===== src/rtl/wdcfg_pkg.sv =====
package wdcfg_pkg;

  localparam logic [6:0] DEV_ID   = 7'b1011000;
  localparam logic [7:0] REG_ADDR = 8'hFF;

  typedef enum logic [2:0] {
    OP_NONE, OP_SET_WEL, OP_CLR_WEL, OP_SET_RWEL, OP_KEEP, OP_STORE
  } op_e;

  typedef enum logic [2:0] {
    PH_IDLE, PH_DEV, PH_ADDR, PH_DATA, PH_EXTRA, PH_SEND, PH_SKIP
  } phase_e;

  typedef struct packed {
    logic       ack;
    op_e        op;
    logic [1:0] wd;
  } verdict_t;

  // Decide acknowledge and effect for one data byte.
  function automatic verdict_t judge(input logic [7:0] d, input logic wel,
                                     input logic rwel, input logic wp);
    verdict_t v;
    v.ack = 1'b0;
    v.op  = OP_NONE;
    v.wd  = d[6:5];
    if (!wp) begin
      if ((d & 8'h9F) == 8'h02) begin
        if (rwel) begin
          v.ack = 1'b1; v.op = OP_STORE;
        end else if (d[6:5] == 2'b00) begin
          v.ack = 1'b1; v.op = OP_SET_WEL;
        end
      end else if ((d & 8'h9F) == 8'h06) begin
        if (rwel) begin
          v.ack = 1'b1; v.op = OP_KEEP;
        end else if (wel) begin
          v.ack = 1'b1; v.op = OP_SET_RWEL;
        end
      end else if (d == 8'h00) begin
        v.ack = 1'b1; v.op = OP_CLR_WEL;
      end
    end
    return v;
  endfunction

  // Register image as returned by a read.
  function automatic logic [7:0] reg_image(input logic [1:0] wd, input logic rwel,
                                           input logic wel);
    return {1'b0, wd, 2'b00, rwel, wel, 1'b0};
  endfunction

endpackage


===== src/rtl/wdcfg_line_events.sv =====
module wdcfg_line_events (
  input  logic clk,
  input  logic rst_n,
  input  logic scl_i,
  input  logic sda_i,
  output logic scl_q,
  output logic scl_rise,
  output logic scl_fall,
  output logic start_evt,
  output logic stop_evt
);
  logic sda_q;

  always_ff @(posedge clk or negedge rst_n) begin
    if (!rst_n) begin
      scl_q <= 1'b1;
      sda_q <= 1'b1;
    end else begin
      scl_q <= scl_i;
      sda_q <= sda_i;
    end
  end

  assign scl_rise  = scl_i & ~scl_q;
  assign scl_fall  = ~scl_i & scl_q;
  assign start_evt = scl_i & scl_q & sda_q & ~sda_i;
  assign stop_evt  = scl_i & scl_q & ~sda_q & sda_i;
endmodule


===== src/rtl/wdcfg_store.sv =====
module wdcfg_store
  import wdcfg_pkg::*;
#(
  parameter int BUSY_CYCLES = 500000
) (
  input  logic       clk,
  input  logic       rst_n,
  input  logic       commit_i,
  input  op_e        op_i,
  input  logic [1:0] wd_i,
  input  logic       prot_hit_i,
  output logic [1:0] wd_o,
  output logic       wel_o,
  output logic       rwel_o,
  output logic       busy_o
);
  localparam int CW = $clog2(BUSY_CYCLES + 1);

  logic [CW-1:0] busy_cnt;
  logic          store_evt;

  assign store_evt = commit_i && (op_i == OP_STORE);
  assign busy_o    = (busy_cnt != '0);

  always_ff @(posedge clk or negedge rst_n) begin
    if (!rst_n) begin
      wd_o     <= 2'b11;
      wel_o    <= 1'b0;
      rwel_o   <= 1'b0;
      busy_cnt <= '0;
    end else begin
      if (busy_cnt != '0) busy_cnt <= busy_cnt - CW'(1);
      if (prot_hit_i) rwel_o <= 1'b0;
      if (commit_i) begin
        case (op_i)
          OP_SET_WEL:  wel_o  <= 1'b1;
          OP_CLR_WEL:  wel_o  <= 1'b0;
          OP_SET_RWEL: rwel_o <= 1'b1;
          OP_STORE: begin
            wd_o     <= wd_i;
            rwel_o   <= 1'b0;
            busy_cnt <= CW'(BUSY_CYCLES);
          end
          default: ;
        endcase
      end
    end
  end

  // a store only happens with the register latch armed
  assert_store_needs_rwel_R6: assert property (@(posedge clk) disable iff (!rst_n)
    store_evt |-> rwel_o);
  // period bits move only on a store
  assert_wd_hold_R6: assert property (@(posedge clk) disable iff (!rst_n)
    !store_evt |=> $stable(wd_o));
  // a store opens the busy window
  assert_busy_opens_R7: assert property (@(posedge clk) disable iff (!rst_n)
    store_evt |=> busy_o);
endmodule


===== src/rtl/wdcfg_bus_fsm.sv =====
module wdcfg_bus_fsm
  import wdcfg_pkg::*;
(
  input  logic       clk,
  input  logic       rst_n,
  input  logic       scl_q,
  input  logic       scl_rise,
  input  logic       scl_fall,
  input  logic       start_evt,
  input  logic       stop_evt,
  input  logic       sda_i,
  input  logic       abort_i,
  input  logic       busy_i,
  input  logic       wp_i,
  input  logic       wel_i,
  input  logic       rwel_i,
  input  logic [1:0] wd_i,
  output logic       sda_pull_o,
  output logic       commit_o,
  output op_e        op_o,
  output logic [1:0] cwd_o,
  output logic       prot_hit_o
);
  phase_e     ph;
  logic [3:0] bitn;
  logic [7:0] rx;
  logic [7:0] tx;
  logic       addr_ok;
  logic       held_ok;
  verdict_t   held;
  verdict_t   v_now;
  logic       ack_now;
  logic       byte_done;
  logic       ack_done;
  logic       receiving;
  logic [7:0] img;

  assign v_now     = judge(rx, wel_i, rwel_i, wp_i);
  assign img       = reg_image(wd_i, rwel_i, wel_i);
  assign byte_done = scl_fall && (bitn == 4'd8);
  assign ack_done  = scl_fall && (bitn == 4'd9);
  assign receiving = ph inside {PH_DEV, PH_ADDR, PH_DATA, PH_EXTRA};

  always_comb begin
    ack_now = 1'b0;
    case (ph)
      PH_DEV:  ack_now = (rx[7:1] == DEV_ID) && (!rx[0] || addr_ok);
      PH_ADDR: ack_now = (rx == REG_ADDR);
      PH_DATA: ack_now = v_now.ack;
      default: ack_now = 1'b0;
    endcase
  end

  assign prot_hit_o = byte_done && (ph == PH_DATA) && wp_i;
  assign commit_o   = stop_evt && (ph == PH_EXTRA) && held_ok && !busy_i && !abort_i;
  assign op_o       = held.op;
  assign cwd_o      = held.wd;

  always_ff @(posedge clk or negedge rst_n) begin
    if (!rst_n) begin
      ph         <= PH_IDLE;
      bitn       <= '0;
      rx         <= '0;
      tx         <= '0;
      addr_ok    <= 1'b0;
      held_ok    <= 1'b0;
      held       <= '0;
      sda_pull_o <= 1'b0;
    end else if (busy_i || abort_i) begin
      ph         <= PH_IDLE;
      bitn       <= '0;
      addr_ok    <= 1'b0;
      held_ok    <= 1'b0;
      sda_pull_o <= 1'b0;
    end else if (start_evt) begin
      ph         <= PH_DEV;
      bitn       <= '0;
      held_ok    <= 1'b0;
      sda_pull_o <= 1'b0;
    end else if (stop_evt) begin
      ph         <= PH_IDLE;
      addr_ok    <= 1'b0;
      held_ok    <= 1'b0;
      sda_pull_o <= 1'b0;
    end else if (ph == PH_SEND) begin
      if (scl_rise) bitn <= bitn + 4'd1;
      if (scl_fall) begin
        if (bitn == 4'd8) begin
          sda_pull_o <= 1'b0;
          ph         <= PH_IDLE;
          addr_ok    <= 1'b0;
        end else begin
          tx         <= {tx[6:0], 1'b0};
          sda_pull_o <= ~tx[6];
        end
      end
    end else if (receiving) begin
      if (scl_rise && bitn < 4'd8) begin
        rx   <= {rx[6:0], sda_i};
        bitn <= bitn + 4'd1;
      end
      if (byte_done) begin
        sda_pull_o <= ack_now;
        bitn       <= 4'd9;
        if (ph == PH_DATA)  held    <= v_now;
        if (ph == PH_EXTRA) held_ok <= 1'b0;
      end
      if (ack_done) begin
        bitn       <= '0;
        sda_pull_o <= 1'b0;
        if (!sda_pull_o) begin
          ph <= PH_SKIP;
        end else begin
          case (ph)
            PH_DEV: begin
              if (rx[0]) begin
                ph         <= PH_SEND;
                tx         <= img;
                sda_pull_o <= ~img[7];
              end else begin
                ph <= PH_ADDR;
              end
            end
            PH_ADDR: begin
              ph      <= PH_DATA;
              addr_ok <= 1'b1;
            end
            PH_DATA: begin
              ph      <= PH_EXTRA;
              held_ok <= 1'b1;
            end
            default: ph <= PH_SKIP;
          endcase
        end
      end
    end
  end

  // silent on the bus while the store is busy
  assert_quiet_busy_R7: assert property (@(posedge clk) disable iff (!rst_n)
    busy_i |-> !sda_pull_o);
  // pull-down changes only while the clock is low
  assert_pull_moves_low_R11: assert property (@(posedge clk) disable iff (!rst_n)
    (!$stable(sda_pull_o) && !$past(abort_i)) |-> !scl_q);
  // a second data byte is never acknowledged
  assert_no_extra_ack_R9: assert property (@(posedge clk) disable iff (!rst_n)
    (ph == PH_EXTRA) |-> !sda_pull_o);
  // outside a read, the pull-down is only the ninth-clock acknowledge
  assert_ack_slot_R14: assert property (@(posedge clk) disable iff (!rst_n)
    (sda_pull_o && ph != PH_SEND) |-> (bitn == 4'd9));
  // only an acknowledged byte can commit
  assert_commit_acked_R10: assert property (@(posedge clk) disable iff (!rst_n)
    commit_o |-> held.ack);
endmodule


===== src/rtl/wdcfg_i2c_ctl.sv =====
module wdcfg_i2c_ctl
  import wdcfg_pkg::*;
#(
  parameter int BUSY_CYCLES = 500000
) (
  input  logic       clk,
  input  logic       rst_n,
  input  logic       scl_i,
  input  logic       sda_i,
  input  logic       wp_i,
  input  logic       abort_i,
  output logic       sda_pull_o,
  output logic [1:0] wd_period_o
);
  logic       scl_q, scl_rise, scl_fall, start_evt, stop_evt;
  logic       commit, prot_hit, busy, wel, rwel;
  op_e        op;
  logic [1:0] cwd;

  wdcfg_line_events u_events (
    .clk(clk), .rst_n(rst_n), .scl_i(scl_i), .sda_i(sda_i),
    .scl_q(scl_q), .scl_rise(scl_rise), .scl_fall(scl_fall),
    .start_evt(start_evt), .stop_evt(stop_evt)
  );

  wdcfg_bus_fsm u_fsm (
    .clk(clk), .rst_n(rst_n), .scl_q(scl_q), .scl_rise(scl_rise),
    .scl_fall(scl_fall), .start_evt(start_evt), .stop_evt(stop_evt),
    .sda_i(sda_i), .abort_i(abort_i), .busy_i(busy), .wp_i(wp_i),
    .wel_i(wel), .rwel_i(rwel), .wd_i(wd_period_o),
    .sda_pull_o(sda_pull_o), .commit_o(commit), .op_o(op), .cwd_o(cwd),
    .prot_hit_o(prot_hit)
  );

  wdcfg_store #(.BUSY_CYCLES(BUSY_CYCLES)) u_store (
    .clk(clk), .rst_n(rst_n), .commit_i(commit), .op_i(op), .wd_i(cwd),
    .prot_hit_i(prot_hit), .wd_o(wd_period_o), .wel_o(wel), .rwel_o(rwel),
    .busy_o(busy)
  );
endmodule


===== config.mk =====
export PLATFORM = sky130hd
export DESIGN_NAME = wdcfg_i2c_ctl
export DESIGN_NICKNAME = d
export VERILOG_FILES = /design/src/rtl/wdcfg_pkg.sv /design/src/rtl/wdcfg_line_events.sv /design/src/rtl/wdcfg_store.sv /design/src/rtl/wdcfg_bus_fsm.sv /design/src/rtl/wdcfg_i2c_ctl.sv
export SDC_FILE = /design/constraint.sdc
export NUM_CORES = 1
export LEC_CHECK = 0
export CORE_MARGIN = 2
export CORE_UTILIZATION = 60
export CTS_CLUSTER_SIZE = 24
export DETAILED_ROUTE_END_ITERATION = 8
export PLACE_DENSITY = 0.78
export SYNTH_ARGS = -nofsm -noshare
export SYNTH_HDL_FRONTEND = slang
export SYNTH_SLANG_ARGS = --single-unit

===== constraint.sdc =====
create_clock -name clk -period 4.04 [get_ports clk]
set_input_delay 1.01 -clock clk [delete_from_list [all_inputs] [get_ports clk]]
set_output_delay 1.01 -clock clk [all_outputs]
set_load 0.01 [all_outputs]

# == Word level (Yosys, flattened, before mapping) ==
# Cells that the tools add are included.
# word_totals
out_inout_bits,3
input_bits,6
register_bits,55
# classes
n_reduce_logical,45
n_lt_le_gt_ge,1
mux,76
addsub,2
bitwise_logic,16
eq_ne,25
# op_table
op,n
two-way mux 4 bit,17
two-way mux 19 bit,3
two-way mux 7 bit,8
two-way mux 1 bit,34
two-way mux 3 bit,10
nonzero test 4 bit,7
nonzero test 19 bit,1
"subtractor 19 x 1 -> 19 bit, second input constant",1
AND reduction 7 bit,2
"== test 3 x 2 -> 1 bit, second input constant",4
nonzero test 2 bit,6
nonzero test 6 bit,2
logical AND 1 bit,10
"inequality test 5 x 2 -> 1 bit, second input constant",2
AND reduction 10 bit,1
nonzero test 5 bit,2
"== test 3 bit, second input constant",3
NOT 1 bit,9
one-hot mux 3 bit (3 select lines),1
"== test 4 bit, second input constant",2
"== test 8 bit, second input constant",1
zero test 8 bit,1
"inequality test 4 x 1 -> 1 bit, second input constant",2
"inequality test 4 x 2 -> 1 bit, second input constant",2
other kinds (19),34

# == Depth between registers and ports, before layout ==
# Gate-level depths: netlist of run 1.
# logic_depth
depth_word,13
ltp_mapped,9

# == Modules after synthesis ==
# Synthesis of run 1 repeated with hierarchy kept, for this count alone.
# hier_totals
hier_cells,328
area_unflattened_um2,3100.5
# modules_own_cells
module,cells_each,instances,seq_area_each_um2,area_per_inst_um2
wdcfg_bus_fsm,195,1,725.7,1778.0
wdcfg_store,127,1,578.1,1237.4
wdcfg_line_events,6,1,52.6,85.1

# == Worst setup path after synthesis of run 1 ==
# No wires, ideal clock.
# synth_path
path_kind,flip-flop to flip-flop
startpoint,register u_store.busy_cnt[0]
endpoint,register u_store.wd_o[0]
setup_slack_ns,1.389
n_path_buf,0
required_ns,3.958
arrival_time_ns,2.568
setup_time_ns,0.082
stages_incl_launch_ff,8
synth_period_minus_slack_ns,2.651
cell_sequence,dfrtp_1 -> inv_1 -> ha_1 -> or4b_4 -> or4_4 -> nor4_4 -> nand4b_4 -> mux2_4
# synth_between
elab_chain_len,5
# synth_lines
element,line,source
from (decl),wdcfg_store.sv:19,logic [CW-1:0] busy_cnt;
from (signal assigned),wdcfg_store.sv:32,if (busy_cnt != '0) busy_cnt <= busy_cnt - CW'(1);
from (signal assigned),wdcfg_store.sv:42,busy_cnt <= CW'(BUSY_CYCLES);
nonzero test 19 bit,wdcfg_store.sv:23,assign busy_o = (busy_cnt != '0);
zero test 1 bit,wdcfg_bus_fsm.sv:55,assign commit_o = stop_evt && (ph == PH_EXTRA) && held_ok && !busy_i && !abort_i;
logical AND 1 bit (2 in a row),wdcfg_bus_fsm.sv:55,
AND reduction 2 bit (no line),-,
to (signal assigned),wdcfg_store.sv:40,wd_o <= wd_i;
to (decl),wdcfg_store.sv:12,"output logic [1:0] wd_o,"
# Every way passes these cells.
# A chain may end at the register's enable or synchronous reset.

# == Final worst setup path of run 1 ==
# layout_path
startpoint,input port scl_i
endpoint,register u_fsm.tx[6]
# layout_between
elab_chain_len,5
# layout_lines
element,line,source
from (decl),wdcfg_i2c_ctl.sv:8,"input logic scl_i,"
bitwise AND 1 bit / NOT 1 bit (equally long branches),"wdcfg_line_events.sv:26, wdcfg_line_events.sv:27, wdcfg_line_events.sv:25",
bitwise AND 1 bit (on tied branches),"wdcfg_line_events.sv:27, wdcfg_line_events.sv:25, wdcfg_line_events.sv:26",
bitwise AND 1 bit (tied with other cells),wdcfg_line_events.sv:27,assign stop_evt = scl_i & scl_q & ~sda_q & sda_i;
NOT 1 bit (no line) / nonzero test 2 bit (equally long branches),-,
AND reduction 10 bit (no line) *,-,
to (signal assigned),wdcfg_bus_fsm.sv:93,"tx <= {tx[6:0], 1'b0};"
to (signal assigned),wdcfg_bus_fsm.sv:118,tx <= img;
to (decl),wdcfg_bus_fsm.sv:27,logic [7:0] tx;
# Every way passes the cells marked *; elsewhere a longest branch is shown, timed or not.

==> results of run 1 <==
==> report_power, final <==
group | internal (mW) | leakage, nW | switching, mW | total (mW)
sequential | 0.542 | 0.684 | 0.00126 | 0.543
clock | 0.204 | 0.0618 | 0.178 | 0.382
combinational | 0.00676 | 0.662 | 0.0171 | 0.0239
==> flip-flops by register name, summed over array words and instances, names as in the netlist, 2 cells and up <==
name and count:
u_fsm.bitn 4, u_fsm.cwd_o 2, u_fsm.op_o 3, u_fsm.ph 3, u_fsm.rx 8, u_fsm.tx 6
u_store.busy_cnt 19, u_store.wd_o 2
==> critical path, stage by stage <==
cell	delay, ns
clkdlybuf4s50_1	0.48
nor2b_1	0.46
nand3_1	0.31
o31ai_1	0.34
nand3_1	0.30
mux2_2	0.36
==> layer usage <==
metal  track usage, %  vias to the layer above  routed length, um
li1                 -                     1167                  -
met1             38.5                     1156               2970
met2             41.9                       63               3070
met3             4.28                        6                390
met4             7.14                        0                 61
met5                0                        -                  0
==> cell type report <==
class,instances,share of cell area [%]
repair buffers,9,2.52
flip-flops and latches,54,41.3
clock buffers,6,2.52
clock inverters,2,1.18
multi-input cells,246,48.3
inverters,14,1.60
well taps,67,2.56
==> kinds of logic after synthesis <==
group	count (synthesis)	share of synthesized area (%)
buffers and inverters	22	2.73
AO/OA/AOI/OAI	61	13.2
flip-flops	54	44.9
adder cells (fa/ha/maj)	5	2.07
XOR/XNOR	14	4.06
multiplexers	20	7.49
AND/OR/NAND/NOR	146	25.6
==> cells in the final DEF (no fill, tap or decap), types with 10 or more instances in the layout <==
cell type,netlist,final
inv_1,14,14
dfrtp_1,50,50
mux2_2,13,13
o21ai_0,17,17
nor3_1,13,13
nor2_1,33,33
a21oi_1,12,12
nand2_1,41,41
xnor2_1,10,10
nand3_1,12,12
==> per-stage QoR <==
step	area (um2)	total power, mW	std cells	hold slack [ns]
2_1_floorplan	3020	0.559	322	0.437
3_5_place_dp	3160	0.578	390	0.477
4_1_cts	3280	0.962	398	0.491
6_report	3280	0.950	398	0.488
5_1_grt	3280	0.978	398	0.524
3_3_place_gp	3160	0.577	390	0.459
==> final timing paths <==
path,endpoint,slack [ns],depth (start not counted)
hold / removal,u_store.busy_cnt[3],0.49,1
setup reg to reg,u_store.wd_o[1],1.09,7
min in group asynchronous,u_store.busy_cnt[11],0.79,1
hold reg to reg,u_store.busy_cnt[3],0.49,1
setup / recovery,u_fsm.tx[6],1.0,6
max in group asynchronous,u_fsm.rx[0],2.47,2
==> impl_metrics.py, run 1 <==
metrics = {
    "drt": {
        "drt-total-wl_um": 6500,
        "ant_nets": 0,
        "vias": 2392,
        "wire_per_inst_um": 16.3,
        "avgViaCountPerCell": 6.01,
        "drcViolationCount": 0,
        "drtPass1Iterations": 4,
        "dr.first_iter.drc_count": 234,
    },
    "synthesis": {
        "synthCells": 322,
        "synth_top_area_share_pct": 41.4,
        "synth_edf_count": 0,
        "ys_seq_area_share_pct": 44.9,
        "synth_seq_cells": 54,
        "ys_async_sr_fraction_pct": 100,
        "synth.most_common_cell": "dfrtp_1",
        "syn-cell-area_um2": 3020,
        "synth_area_leaders": "dfrtp_1 41%, nand2_1 5.1%, mux2_2 4.8%",
        "syn_area_per_cell_um2": 9.39,
        "yosysUniqueCellTypes": 56,
        "ys.flop_type": "dfrtp_1",
        "synthTopCellsByCount": "50 x dfrtp_1, 41 x nand2_1, 33 x nor2_1, 17 x o21ai_0, 14 x inv_1",
        "yosysTopAreaCell": "dfrtp_1",
        "yosysWarnings": 0,
        "syn_nets": 333,
    },
    "final_layout": {
        "synthToLayoutAreaGrowth_pct": 8.53,
        "drive_above_1_share_pct": 13.0,
        "regArea_um2": 1360,
        "n_fill_cell": 397,
        "fin_nets": 341,
        "num_antenna_cells": 0,
        "multi_input_area_um2": 1580,
        "final_core_util_pct": 68.5,
    },
    "global_routing": {
        "antenna_found_initial": 0,
        "grt_usage_pct": 26.6,
        "grt_max_degree": 38,
        "grt-ovfl-total": 0,
        "first_global_vias": 2342,
        "grt_first_pass_wirelength_um": 11300,
    },
    "place": {
        "io_buffers": 8,
        "dp_hpwl_um": 4720,
        "place.gp.congestion": 0.950,
        "dpl_worst_slack_ns": 0.680,
    },
    "timing": {
        "finalHoldViolations": 0,
        "rsz0062_at_grt": "no",
        "max_freq_mhz": 328,
        "setup_violations": 0,
        "worst_slew_pin_slew_ns": 0.837,
        "timing.final.ws_setup_ns": 0.995,
        "fin_skew_ns": 0.0105,
        "fin_crit_ns": 3.04,
        "setup_tns_ns": 0,
        "period_share_pct": 75.4,
        "slew_viol_final": 0,
        "relSlewSlack_pct": 44.2,
    },
    "critical_path": {
        "end_kind": "flip-flop",
        "cp.required_ns": 4.25,
        "crit_arrival_ns": 3.25,
        "startpoint": "scl_i",
        "path_class": "in -> reg",
        "critPathLaunchType": "input port",
        "cp_max_fo": 9,
        "r2r_start": "u_store.busy_cnt[0]",
    },
    "outcome": {
        "status": "complete, no violations",
    },
    "cts": {
        "insertion_delay_ns": 0.31,
        "clk_path_buf_depth": 2,
        "h-tree-depth": 2,
        "cts_tree": "yes",
        "cts_root_buf": "clkbuf_8",
        "post_cts_resize_count": 0,
        "cts_buffers": 5,
        "cts.sinks": 54,
        "postCtsHoldBufs": 0,
        "clk_pin_slew_ns": 0.10,
        "post_cts_buffers": 0,
    },
    "floorplanning": {
        "placementRows": 25,
        "die_height_um": 75.0,
        "initial_core_util_pct": 63.2,
        "core_area_um2": 4790,
        "dieArea_um2": 5620,
        "die_x_um": 75.0,
        "ios": 9,
    },
    "worst_hold_path": {
        "min_path_type": "reg -> reg",
        "min_from": "u_store.busy_cnt[3]",
    },
    "flow_run": {
        "drv_cap": 0,
    },
    "pwr": {
        "vdd_drop_max_uv": 251,
        "p_leak_nw": 1.41,
        "p_per_area_nw_per_um2": 289,
    },
}
No activity file was read; power rests on OpenSTA's default activity.
==> run 2, diff against run 1 <==
clock period = 3.15 ns   (was 4.04 ns; I/O delays follow)
==> run 2 against run 1 <==
  * Sequential share of layout area increased by 0.063 points
  * Utilization fell by 0.10 points
  * Count of clock-buffer cells in the layout is the same
  * Critical endpoint is now u_store.wd_o[0]
  * Die area stayed put
  * Sequential power is 28% higher
  * Clock power shrank 1%
==> impl_metrics.py, run 2 (same netlist as run 1, synthesis figures left out) <==
metrics = {
    "cts": {
        "cts.sinks": 54,
        "cts_tree": "yes",
        "cts_root_buf": "clkbuf_8",
        "clk_path_buf_depth": 2,
        "cts_buffers": 5,
        "clk_pin_slew_ns": 0.09,
        "h-tree-depth": 2,
        "post_cts_buffers": 0,
        "insertion_delay_ns": 0.30,
        "postCtsHoldBufs": 0,
        "post_cts_resize_count": 0,
    },
    "pwr": {
        "total_power_mw": 1.11,
        "vdd_drop_max_uv": 354,
        "p_sw_mw": 0.245,
        "power_frac_clock_pct": 34.2,
        "comb_power_share_pct": 2.8,
        "share_seq_of_total_power_pct": 63.0,
        "p_leak_nw": 1.41,
        "p_sw_share_pct": 22.1,
        "intPower_mw": 0.862,
        "p_per_area_nw_per_um2": 338,
    },
    "timing": {
        "setup_violations": 0,
        "rsz0062_at_grt": "no",
        "fin_crit_ns": 2.88,
        "slew_viol_final": 0,
        "period_share_pct": 91.4,
        "setup_tns_ns": 0,
        "fin_skew_ns": 0.00528,
        "finalHoldViolations": 0,
        "worst_slew_pin_slew_ns": 0.638,
        "timing.final.ws_setup_ns": 0.270,
        "max_freq_mhz": 347,
        "relSlewSlack_pct": 57.3,
    },
    "place": {
        "dp_hpwl_um": 4650,
        "io_buffers": 8,
        "place.gp.congestion": 0.883,
        "dpl_worst_slack_ns": 0.241,
    },
    "drt": {
        "vias": 2415,
        "dr.first_iter.drc_count": 236,
        "route.met2.wl_um": 2720,
        "drt-total-wl_um": 6280,
        "drtPass1Iterations": 5,
        "avgViaCountPerCell": 6.01,
        "highest_layer": "met4",
        "wire_per_inst_um": 15.6,
        "wirelength_met1_um": 3110,
        "ant_nets": 0,
        "drcViolationCount": 0,
        "dr_wl_met3_um": 334,
    },
    "final_layout": {
        "final_cell_mix": "50 x dfrtp_1, 41 x nand2_1, 33 x nor2_1, 17 x o21ai_0, 14 x inv_1",
        "top_regs": "u_store.busy_cnt (19), u_fsm.rx (8), u_fsm.tx (6)",
        "top_register": "u_store.busy_cnt",
        "final_common_cell": "dfrtp_1",
        "multi_input_area_um2": 1580,
        "regArea_um2": 1360,
        "synthToLayoutAreaGrowth_pct": 8.36,
        "largest_register_ffs": 19,
        "num_antenna_cells": 0,
        "n_fill_cell": 386,
        "drive_above_1_share_pct": 13.7,
        "fin_nets": 345,
    },
    "critical_path": {
        "cp_max_fo": 9,
        "r2r_slack_ns": 0.27,
        "r2r_start": "u_store.busy_cnt[0]",
        "end_kind": "flip-flop",
        "crit_end": "u_store.wd_o[0]",
        "rr_endpoint": "u_store.wd_o[0]",
        "critPathLaunchType": "flip-flop",
        "cp.required_ns": 3.39,
        "startpoint": "u_store.busy_cnt[0]",
        "crit_arrival_ns": 3.12,
        "path_class": "reg -> reg",
        "reg2reg_depth": 7,
    },
    "floorplanning": {
        "die_height_um": 75.0,
        "dieArea_um2": 5620,
        "core_area_um2": 4790,
        "ios": 9,
        "initial_core_util_pct": 63.2,
        "die_x_um": 75.0,
        "placementRows": 25,
    },
    "global_routing": {
        "grt_first_pass_wirelength_um": 10600,
        "grt_max_degree": 35,
        "antenna_found_initial": 0,
        "first_global_vias": 2198,
        "grt_usage_pct": 24.9,
        "grt-ovfl-total": 0,
    },
    "flow_run": {
        "drv_cap": 0,
    },
    "outcome": {
        "status": "complete, no violations",
    },
    "worst_hold_path": {
        "min_path_type": "in -> async",
    },
}
[run 2: cell type report]
type / count / area share (%)
Multi-Input combinational cell: 246 / 48.4
Clock buffer: 6 / 2.22
Timing Repair Buffer: 13 / 3.44
Inverter: 14 / 1.60
Clock inverter: 2 / 0.420
Tap cell: 67 / 2.56
Sequential cell: 54 / 41.4
[run 2: how the worst min path moves through the flow]
stage	endpoint	slack (ns)	cells after the start
2_1_floorplan	u_store.busy_cnt[7]	0.44	1
3_3_place_gp	u_store.busy_cnt[7]	0.45	1
3_5_place_dp	u_store.busy_cnt[7]	0.47	1
4_1_cts	u_store.busy_cnt[10]	0.44	1
5_1_grt	u_store.busy_cnt[14]	0.46	1
6_report	u_store.busy_cnt[10]	0.43	1
[run 2: through the flow]
step | hold WS [ns] | utilization, % | area, um2 | cells
6_report | 0.431 | 68.4 | 3280 | 402
5_1_grt | 0.463 | 68.4 | 3280 | 402
4_1_cts | 0.438 | 68.4 | 3280 | 402
3_5_place_dp | 0.470 | 66.6 | 3190 | 394
3_3_place_gp | 0.455 | 66.6 | 3190 | 394
2_1_floorplan | 0.437 | - | 3020 | 322
[run 2: power by group through the flow]
stage	logic (mW)	clock network, mW	registers (mW)
6_report	0.0315	0.378	0.697
3_3_place_gp	0.0321	0	0.710
4_1_cts	0.0324	0.392	0.697
3_5_place_dp	0.0322	0	0.710
5_1_grt	0.0358	0.417	0.697
2_1_floorplan	0.00714	0	0.710
[run 2: worst max-delay path, stage by stage (launching register included)]
cell and delay (ns):
dfrtp_1 0.42, inv_1 0.12, ha_1 0.17, or4b_4 0.48, or4_4 0.58, nor4_4 0.45, nand4b_4 0.25, mux2_4 0.35
[run 2: metal layers]
metal	vias up	track usage (%)
met2	77	35.0
met1	1146	38.1
met5	-	0
met3	13	4.95
met4	0	9.13
li1	1179	-
==> run 3, diff against run 2 <==
CAP_MARGIN = 20   (was not set)
CORE_UTILIZATION = 55   (was 60)
PLACE_DENSITY = 0.72   (was 0.78)
==> run 3 against run 2 <==
  * Sequential share of layout area fell by 0.38 points
  * Register-to-register slack about the same
  * Die area grew 8.6%
  * Worst setup slack lost 0.0040 ns
  * Cell area up 0.92%
  * Largest cell class unchanged
  * Highest routed layer unchanged
==> impl_metrics.py, run 3 (same netlist as run 1, synthesis figures left out) <==
metrics = {
    "outcome": {
        "status": "complete, no violations",
    },
    "pwr": {
        "p_leak_nw": 1.42,
        "vdd_drop_max_uv": 237,
        "comb_power_share_pct": 2.8,
        "share_seq_of_total_power_pct": 59.8,
        "p_sw_mw": 0.257,
        "total_power_mw": 1.16,
        "p_sw_share_pct": 22.1,
        "power_frac_clock_pct": 37.4,
        "p_per_area_nw_per_um2": 352,
        "intPower_mw": 0.907,
    },
    "cts": {
        "clk_path_buf_depth": 2,
        "cts_tree": "yes",
        "h-tree-depth": 2,
        "insertion_delay_ns": 0.31,
        "cts_buffers": 5,
        "post_cts_resize_count": 0,
        "clk_pin_slew_ns": 0.10,
        "post_cts_buffers": 0,
        "postCtsHoldBufs": 0,
        "cts_root_buf": "clkbuf_8",
        "cts.sinks": 54,
    },
    "timing": {
        "rsz0062_at_grt": "no",
        "setup_violations": 0,
        "fin_crit_ns": 2.88,
        "slew_viol_final": 0,
        "period_share_pct": 91.6,
        "worst_slew_pin_slew_ns": 0.699,
        "relSlewSlack_pct": 53.4,
        "whs_ns": 0.477,
        "max_freq_mhz": 347,
        "fin_skew_ns": 0.00935,
        "setup_tns_ns": 0,
        "finalHoldViolations": 0,
    },
    "final_layout": {
        "top_register": "u_store.busy_cnt",
        "design_area_um2": 3310,
        "largest_register_ffs": 19,
        "n_fill_cell": 447,
        "synthToLayoutAreaGrowth_pct": 9.35,
        "final_common_cell": "dfrtp_1",
        "fin_nets": 346,
        "final_cell_mix": "50 x dfrtp_1, 41 x nand2_1, 33 x nor2_1, 17 x o21ai_0, 14 x inv_1",
        "top_regs": "u_store.busy_cnt (19), u_fsm.rx (8), u_fsm.tx (6)",
        "num_antenna_cells": 0,
        "drive_above_1_share_pct": 14.3,
    },
    "drt": {
        "dr.first_iter.drc_count": 200,
        "drcViolationCount": 0,
        "wire_per_inst_um": 15.9,
        "vias": 2370,
        "avgViaCountPerCell": 5.84,
        "drt-total-wl_um": 6450,
        "ant_nets": 0,
        "drtPass1Iterations": 4,
    },
    "floorplanning": {
        "placementRows": 26,
        "ios": 9,
        "dieArea_um2": 6110,
        "die_x_um": 78.1,
        "die_height_um": 78.1,
        "core_area_um2": 5200,
        "initial_core_util_pct": 58.1,
    },
    "critical_path": {
        "startpoint": "u_store.busy_cnt[0]",
        "cp_max_fo": 9,
        "r2r_slack_ns": 0.27,
        "path_delay_family": "simple AND/OR/NAND/NOR gates",
        "slowest_delay_ns": 0.58,
        "end_kind": "flip-flop",
        "path_class": "reg -> reg",
        "path_cells": "inv_1 -> ha_1 -> or4b_4 -> or4_4 -> nor4_4 -> nand4b_4 -> mux2_4",
        "cp.buffers_inverters": 1,
        "critPathLaunchType": "flip-flop",
        "critPathSlowestCell": "or4_4",
        "r2r_start": "u_store.busy_cnt[0]",
        "crit_arrival_ns": 3.13,
        "cp.required_ns": 3.39,
    },
    "global_routing": {
        "grt_first_pass_wirelength_um": 11200,
        "grt-ovfl-total": 0,
        "grt_max_degree": 32,
        "first_global_vias": 2298,
        "antenna_found_initial": 0,
        "grt_usage_pct": 23.2,
    },
    "worst_hold_path": {
        "min_from": "u_store.busy_cnt[7]",
        "min_path_type": "reg -> reg",
    },
    "place": {
        "io_buffers": 8,
        "placed_area_um2": 3200,
        "dp_hpwl_um": 4760,
        "place.gp.congestion": 0.905,
    },
    "flow_run": {
        "drv_cap": 0,
    },
}
==> run 3: power by group through the flow <==
stage | clock network [mW] | registers, mW | logic [mW]
finish | 0.436 | 0.697 | 0.0321
CTS | 0.447 | 0.697 | 0.0331
detailed placement | 0 | 0.710 | 0.0333
floorplan | 0 | 0.710 | 0.00714
global route | 0.476 | 0.697 | 0.0375
global placement | 0 | 0.710 | 0.0327
==> run 3: cell type report <==
type,count,area (um2),area share (%)
multi-input cells,246,1580,47.9
flip-flops and latches,54,1360,41.0
repair buffers,14,120,3.63
clock buffers,7,96.3,2.91
well taps,70,87.6,2.65
inverters,14,52.6,1.59
clock inverters,1,8.76,0.265
==> run 3: final timing paths <==
| kind | cells after the start | to |
|---|---|---|
| min in group asynchronous | 1 | u_store.busy_cnt[6] |
| hold / removal | 1 | u_store.busy_cnt[7] |
| max in group asynchronous | 2 | u_events.sda_q |
| hold reg to reg | 1 | u_store.busy_cnt[7] |
| setup reg to reg | 7 | u_store.wd_o[1] |
| setup / recovery | 7 | u_store.wd_o[1] |
==> run 3: per-stage QoR <==
| stage | setup WS [ns] | std cells | utilization, % |
|---|---|---|---|
| floorplan | 0.499 | 322 | - |
| global placement | 0.329 | 398 | 61.5 |
| detailed placement | 0.274 | 398 | 61.5 |
| CTS | 0.254 | 406 | 63.5 |
| global route | 0.138 | 406 | 63.5 |
| finish | 0.266 | 406 | 63.5 |
==> run 3: layer usage <==
| layer | wire (um) | part of all wire [%] | track usage (%) | vias to the layer above |
|---|---|---|---|---|
| li1 | - | - | - | 1174 |
| met2 | 2800 | 43 | 33.1 | 47 |
| met3 | 225 | 3.5 | 3.91 | 6 |
| met5 | 0 | 0 | 0 | - |
| met1 | 3340 | 52 | 36.0 | 1143 |
| met4 | 89 | 1.4 | 7.54 | 0 |
